**src/rtl/utx_pkg.sv**
```systemverilog
package utx_pkg;
  localparam int DATA_W  = 8;
  localparam int FRAME_W = 1 + DATA_W + 1 + 2;

  typedef enum logic [3:0] {
    IID_NONE = 4'b0001,
    IID_THRE = 4'b0010,
    IID_TEMT = 4'b1110
  } iid_e;

  typedef struct packed {
    logic [1:0] wlen;
    logic       par_en;
    logic       par_odd;
    logic       stop2;
  } fmt_t;

  // start + data + parity bit count
  function automatic logic [3:0] head_len(fmt_t f);
    return 4'd6 + {2'b00, f.wlen} + {3'b000, f.par_en};
  endfunction

  function automatic logic [3:0] frame_len(fmt_t f);
    return head_len(f) + 4'd1 + {3'b000, f.stop2};
  endfunction
endpackage

```
**src/rtl/utx_fifo.sv**
```systemverilog
module utx_fifo #(
  parameter int DEPTH = 16,
  parameter int W     = 8
) (
  input  logic                       clk,
  input  logic                       rst_n,
  input  logic                       push,
  input  logic [W-1:0]               din,
  input  logic                       pop,
  output logic [W-1:0]               dout,
  output logic [$clog2(DEPTH):0]     count,
  output logic                       empty,
  output logic                       full
);
  localparam int AW = $clog2(DEPTH);
  localparam int CW = AW + 1;

  logic [W-1:0]  mem [DEPTH];
  logic [AW-1:0] wp, rp;

  always_ff @(posedge clk) begin
    if (push) mem[wp] <= din;
  end

  always_ff @(posedge clk or negedge rst_n) begin
    if (!rst_n) begin
      wp    <= '0;
      rp    <= '0;
      count <= '0;
    end else begin
      if (push) wp <= wp + AW'(1);
      if (pop)  rp <= rp + AW'(1);
      case ({push, pop})
        2'b10:   count <= count + CW'(1);
        2'b01:   count <= count - CW'(1);
        default: count <= count;
      endcase
    end
  end

  assign dout  = mem[rp];
  assign empty = (count == '0);
  assign full  = (count == CW'(DEPTH));
endmodule

```
**src/rtl/utx_shifter.sv**
```systemverilog
module utx_shifter
  import utx_pkg::*;
(
  input  logic              clk,
  input  logic              rst_n,
  input  logic              tick,
  input  logic              load,
  input  logic [DATA_W-1:0] din,
  input  fmt_t              fmt,
  output logic              busy,
  output logic              txd,
  output logic              done
);
  logic [FRAME_W-1:0] sh, frame;
  logic [3:0]         left;

  always_comb begin
    logic par;
    int   nd;
    nd    = 5 + int'(fmt.wlen);
    par   = fmt.par_odd;
    frame = '1;
    frame[0] = 1'b0;
    for (int i = 0; i < DATA_W; i++) begin
      if (i < nd) begin
        frame[1+i] = din[i];
        par        = par ^ din[i];
      end
    end
    if (fmt.par_en) frame[1+nd] = par;
  end

  always_ff @(posedge clk or negedge rst_n) begin
    if (!rst_n) begin
      sh   <= '1;
      left <= '0;
      busy <= 1'b0;
    end else if (load) begin
      sh   <= frame;
      left <= frame_len(fmt);
      busy <= 1'b1;
    end else if (busy && tick) begin
      sh   <= {1'b1, sh[FRAME_W-1:1]};
      left <= left - 4'd1;
      if (left == 4'd1) busy <= 1'b0;
    end
  end

  assign txd  = busy ? sh[0] : 1'b1;
  assign done = busy && tick && (left == 4'd1);
endmodule

```
**src/rtl/utx_irq_ctl.sv**
```systemverilog
module utx_irq_ctl
  import utx_pkg::*;
(
  input  logic       clk,
  input  logic       rst_n,
  input  logic       tick,
  input  logic       wr_acc,
  input  logic       iir_rd,
  input  logic       ien_thre,
  input  logic       ien_temt,
  input  logic       drain_evt,
  input  logic       q_ge2,
  input  logic       line_done,
  input  logic [3:0] hold_len,
  output logic       irq,
  output logic [3:0] iir
);
  logic       thre_p, temt_p, multi, dly_run;
  logic [3:0] dly;
  iid_e       code;

  always_comb begin
    if (thre_p && ien_thre)      code = IID_THRE;
    else if (temt_p && ien_temt) code = IID_TEMT;
    else                         code = IID_NONE;
  end

  always_ff @(posedge clk or negedge rst_n) begin
    if (!rst_n) begin
      thre_p  <= 1'b0;
      temt_p  <= 1'b0;
      dly_run <= 1'b0;
      dly     <= '0;
    end else if (wr_acc) begin
      thre_p  <= 1'b0;
      temt_p  <= 1'b0;
      dly_run <= 1'b0;
    end else begin
      if (iir_rd) begin
        if (code == IID_THRE)      thre_p <= 1'b0;
        else if (code == IID_TEMT) temt_p <= 1'b0;
      end
      if (drain_evt) begin
        if (multi) thre_p <= 1'b1;
        else begin
          dly_run <= 1'b1;
          dly     <= hold_len;
        end
      end else if (dly_run && tick) begin
        if (dly == 4'd1) begin
          thre_p  <= 1'b1;
          dly_run <= 1'b0;
        end else begin
          dly <= dly - 4'd1;
        end
      end
      if (line_done) temt_p <= 1'b1;
    end
  end

  always_ff @(posedge clk or negedge rst_n) begin
    if (!rst_n)         multi <= 1'b0;
    else if (drain_evt) multi <= 1'b0;
    else if (q_ge2)     multi <= 1'b1;
  end

  assign iir = code;
  assign irq = (code != IID_NONE);
endmodule

```
**src/rtl/uart_tx_irq.sv**
```systemverilog
module uart_tx_irq
  import utx_pkg::*;
#(
  parameter int DEPTH = 16
) (
  input  logic              clk,
  input  logic              rst_n,
  input  logic              wr_valid,
  output logic              wr_ready,
  input  logic [DATA_W-1:0] wr_data,
  input  logic              iir_rd,
  input  logic              baud_tick,
  input  logic [1:0]        cfg_wlen,
  input  logic              cfg_par_en,
  input  logic              cfg_par_odd,
  input  logic              cfg_stop2,
  input  logic              ien_thre,
  input  logic              ien_temt,
  output logic              txd,
  output logic              thre,
  output logic              temt,
  output logic              overflow,
  output logic              irq,
  output logic [3:0]        iir
);
  localparam int CW = $clog2(DEPTH) + 1;

  fmt_t              fmt;
  logic              push, pop, q_empty, q_full, busy, done;
  logic [DATA_W-1:0] q_dout;
  logic [CW-1:0]     q_cnt;
  logic              drain_evt, line_done;

  assign fmt       = '{wlen: cfg_wlen, par_en: cfg_par_en, par_odd: cfg_par_odd, stop2: cfg_stop2};
  assign wr_ready  = !q_full;
  assign push      = wr_valid && wr_ready;
  assign pop       = !busy && !q_empty;
  assign drain_evt = pop && (q_cnt == CW'(1)) && !push;
  assign line_done = done && q_empty && !push;

  utx_fifo #(.DEPTH(DEPTH), .W(DATA_W)) u_fifo (
    .clk(clk), .rst_n(rst_n), .push(push), .din(wr_data), .pop(pop),
    .dout(q_dout), .count(q_cnt), .empty(q_empty), .full(q_full)
  );

  utx_shifter u_shift (
    .clk(clk), .rst_n(rst_n), .tick(baud_tick), .load(pop), .din(q_dout),
    .fmt(fmt), .busy(busy), .txd(txd), .done(done)
  );

  utx_irq_ctl u_irq (
    .clk(clk), .rst_n(rst_n), .tick(baud_tick), .wr_acc(push), .iir_rd(iir_rd),
    .ien_thre(ien_thre), .ien_temt(ien_temt), .drain_evt(drain_evt),
    .q_ge2(q_cnt >= CW'(2)), .line_done(line_done), .hold_len(head_len(fmt)),
    .irq(irq), .iir(iir)
  );

  always_ff @(posedge clk or negedge rst_n) begin
    if (!rst_n)                     overflow <= 1'b0;
    else if (wr_valid && !wr_ready) overflow <= 1'b1;
  end

  assign thre = q_empty;
  assign temt = q_empty && !busy;
endmodule

```
**config.mk**
```make
export PLATFORM = sky130hd
export DESIGN_NAME = uart_tx_irq
export DESIGN_NICKNAME = d
export VERILOG_FILES = /design/src/rtl/utx_pkg.sv /design/src/rtl/utx_fifo.sv /design/src/rtl/utx_shifter.sv /design/src/rtl/utx_irq_ctl.sv /design/src/rtl/uart_tx_irq.sv
export SDC_FILE = /design/constraint.sdc
export NUM_CORES = 1
export LEC_CHECK = 0
export ABC_AREA = 1
export BUFFER_PORTS_ARGS = -buffer_cell sky130_fd_sc_hd__buf_2
export CORE_MARGIN = 2
export CORE_UTILIZATION = 53
export DETAILED_ROUTE_END_ITERATION = 16
export GPL_ROUTABILITY_DRIVEN = 0
export PLACE_DENSITY = 0.69
export SKIP_LAST_GASP = 1
export SLEW_MARGIN = 20
export SYNTH_ARGS = -nofsm -noshare
export SYNTH_HDL_FRONTEND = slang
export SYNTH_HIERARCHICAL = 1
export SYNTH_SLANG_ARGS = --single-unit
export TNS_END_PERCENT = 20
```
**constraint.sdc**
```tcl
create_clock -name clk -period 2.5 [get_ports clk]
set_input_delay 0.375 -clock clk [delete_from_list [all_inputs] [get_ports clk]]
set_output_delay 0.375 -clock clk [all_outputs]
set_load 0.005 [all_outputs]
```
==> results.yml <==
placement:
  postPlaceCellArea_sq_um: 8330
  pre_cts_slack_ns: 0.1367
  io_buffers: 29
  dp_hpwl_mm: 11.52
worst_setup_path:
  critPathRequiredTime_ns: 2.81
  endpoint_kind: "flip-flop"
  crit_type: "reg2reg"
  reg2reg_slack_ns: 0.13
  r2r_start: "u_fifo/count[0]$_DFFE_PN0P_"
  reg2reg_depth: 16
  crit_path_start_kind: "flip-flop"
  r2r_end: "u_fifo/count[4]$_DFFE_PN0P_"
  path_max_fanout: 6
  cp.arrival_ns: 2.68
grt:
  grt_max_degree: 61
  grt.total_usage_pct: 23.16
  grt_pass1_wl_mm: 28.57
  first_global_vias: 5704
  antenna_found_initial: 0
  grt-ovfl-total: 0
routing:
  routed_via_density: 5.493
  wl_per_cell_microns: 16.87
  post-route-drc-count: 0
  dr.pass1.iters: 5
  drt_wl_total_mm: 17.26
  ant_nets: 0
  vias: 5619
  drtIter0Drc: 503
floorplanning:
  die-area_sq_um: 15900
  die_h_microns: 126.1
  placement_rows: 44
  ioPinCount: 30
  start_util_pct: 54.35
  core_sq_um: 14530
  dieWidth_microns: 126.1
synth:
  yosysWarningCount: 6
  synth_edf_count: 128
  ys_types: 38
  synthMuxAreaShare_pct: 0
  syn-cell-area_sq_um: 7899
  yosysTopAreaCell: "edfxtp_1"
  yosys.area.top_type_share_pct: 48.66
  synthSimpleGateAreaFrac_pct: 19.15
  synth_top_flop_cell: "edfxtp_1"
  synth_top_family_by_area: "simple AND/OR/NAND/NOR gates"
  ys_async_sr_fraction_pct: 23.35
  yosys-top-cells-area: "edfxtp_1, dfrtp_1, nor2_1"
  synth.yosys.seq_area_share_pct: 61.21
  ys_top_cells_by_count: "edfxtp_1, nor2_1, nand2_1, inv_1, nand3_1"
  synth-seq-cells: 167
  syn-num-nets: 821
  synth_adder_area_share_pct: 3.422
  synth_compound_area_share_pct: 8.364
  syn_avg_cell_area_sq_um: 10.13
  netlist_instances: 780
  synth-xor-area-share_pct: 1.331
clock_tree:
  ctsHtreeMaxLevel: 4
  cts-root-buf: "clkbuf_16"
  path_clk_slew_ns: 0.06
  cts_buffers: 17
  clkSinkCount: 167
  clock_path_buffers: 2
  cts_tree: "done"
  clk_latency_ns: 0.43
sta:
  fin_hold_ws_ns: -0.004471
  max_freq_ghz: 0.4217
  period_share_pct: 94.85
  slew_headroom_pct: 35.49
  final_max_slew_viol_count: 0
  period_minus_slack_ns: 2.371
  fin_ws_ns: 0.1289
  hold_violations: 8
  finalClockSkew_ns: 0.008352
  setup_tns_ns: 0
  worstMarginPinSlew_ns: 0.9641
  finalSetupViolCount: 0
  rsz0062_at_grt: "true"
power_and_ir_drop:
  p_per_area_nw_per_um2: 1203
  total_power_w: 0.01076
  p_leak_nw: 3.662
  peakVddDrop_uv: 750.6
cells_and_area:
  synthToLayoutAreaGrowth_pct: 13.27
  insertedDiodeCount: 0
  multiInputGateArea_sq_um: 2556
  fillers: 1198
  design_area_sq_um: 8947
  nNetsFinal: 867
  area.sequential_sq_um: 4836
  drive_above_1_share_pct: 15.38
status:
  outcome: "finished with violations"
  violations: "negative hold slack"
run:
  cap_violations: 0
min_path:
  hold_class: "in2async"
## stage by stage
| step | std cells | util [%] | hold WS (ns) |
|---|---|---|---|
| 2_1_floorplan | 780 | - | 0.07941 |
| 3_3_place_gp | 991 | 57.32 | 0.4374 |
| 3_5_place_dp | 991 | 57.32 | 0.4398 |
| 4_1_cts | 1023 | 61.51 | 0.006453 |
| 5_1_grt | 1023 | 61.56 | 0.03188 |
| 6_report | 1023 | 61.56 | -0.004471 |
## what timing repair did
item | in CTS | in global routing
hold buffers | 0 | 0
setup buffers | 0 | 0
endpoints found under the setup margin | 0 | 11
resized for setup | 0 | 3
## area by class of cell
class                           instances  share of cell area (%)
Clock inverter                         11                   1.888
Inverter                               88                   3.692
Tap cell                              184                   2.573
Clock buffer                           21                   4.922
Timing Repair Buffer                   56                   4.307
Multi-Input combinational cell        496                   28.57
Sequential cell                       167                   54.05
## power by group
| part | switching (W) | total, W | internal [W] |
|---|---|---|---|
| registers | 0.000252 | 0.00378 | 0.00352 |
| clock network | 0.00104 | 0.00272 | 0.00167 |
| logic | 0.00281 | 0.00427 | 0.00146 |
| total | 0.00411 | 0.0108 | 0.00666 |
## critical path, cell delays in order, from the launching register on
cell,delay [ns]
dfrtp_1,0.44
nor2_1,0.13
nand2_1,0.09
nor2_1,0.31
nor2_2,0.10
ha_2,0.23
nand2_1,0.07
inv_1,0.07
nor2_2,0.13
ha_1,0.17
inv_1,0.05
nand2_1,0.10
nand3_1,0.12
nand2_1,0.08
nand2_1,0.04
nand3_1,0.06
nand2_1,0.05
## placed cells by master (no fill, tap or decap), types with 2 or more instances in the layout
| master | instances |
|---|---|
| a21oi_1 | 10 |
| a21oi_2 | 2 |
| a22oi_1 | 3 |
| buf_12 | 3 |
| buf_2 | 29 |
| buf_4 | 24 |
| bufinv_16 | 4 |
| clkbuf_1 | 4 |
| clkbuf_16 | 17 |
| clkinv_1 | 3 |
| clkinvlp_4 | 2 |
| dfrtp_1 | 26 |
| dfstp_2 | 12 |
| edfxtp_1 | 128 |
| ha_1 | 19 |
| inv_1 | 80 |
| inv_2 | 7 |
| inv_6 | 3 |
| nand2_1 | 119 |
| nand2_2 | 5 |
| nand2_4 | 5 |
| nand3_1 | 75 |
| nand3_2 | 3 |
| nand4_1 | 2 |
| nor2_1 | 126 |
| nor2_2 | 9 |
| o211ai_1 | 23 |
| o21ai_0 | 47 |
| o21ai_1 | 21 |
| o21bai_1 | 2 |
| o22ai_1 | 3 |
| xnor2_1 | 2 |
| xor2_1 | 10 |
## metal layers
layer	vias up	track usage, %	wire, microns
met3	30	4.206	716
li1	2711	-	-
met4	0	8.209	346
met1	2735	31.59	7836
met2	143	37.63	8355
met5	-	0	0
## flip-flops by register name (all words and copies together), names as in the netlist, 4 cells and up
register      cells
u_fifo/mem      128
u_irq/dly         4
u_fifo/rp         4
u_shift/sh       12
u_fifo/count      5
u_fifo/wp         4
u_shift/left      4
## cell families after synthesis
group,count (synthesis)
buf+inv,117
flops,167
simple gates,349
fa+ha+maj,21
compound gates,114
xor+xnor,12
## how the worst max path moves through the flow
| stage | start | to | slack (ns) | cells after the start |
|---|---|---|---|---|
| after floorplan | u_fifo/count[0]$_DFFE_PN0P_ | u_fifo/count[4]$_DFFE_PN0P_ | 0.24 | 19 |
| after global placement | u_fifo/count[0]$_DFFE_PN0P_ | u_fifo/mem[4][3]$_DFFE_PP_ | 0.28 | 9 |
| after detailed placement | u_fifo/count[0]$_DFFE_PN0P_ | u_fifo/count[4]$_DFFE_PN0P_ | 0.14 | 18 |
| after CTS | u_fifo/count[0]$_DFFE_PN0P_ | u_fifo/count[4]$_DFFE_PN0P_ | 0.1 | 18 |
| after global routing | u_fifo/count[0]$_DFFE_PN0P_ | u_irq/dly[0]$_DFFE_PN0P_ | -0.04 | 14 |
| final | u_fifo/count[0]$_DFFE_PN0P_ | u_fifo/count[4]$_DFFE_PN0P_ | 0.13 | 16 |
No activity file was read; power rests on OpenSTA's default activity.
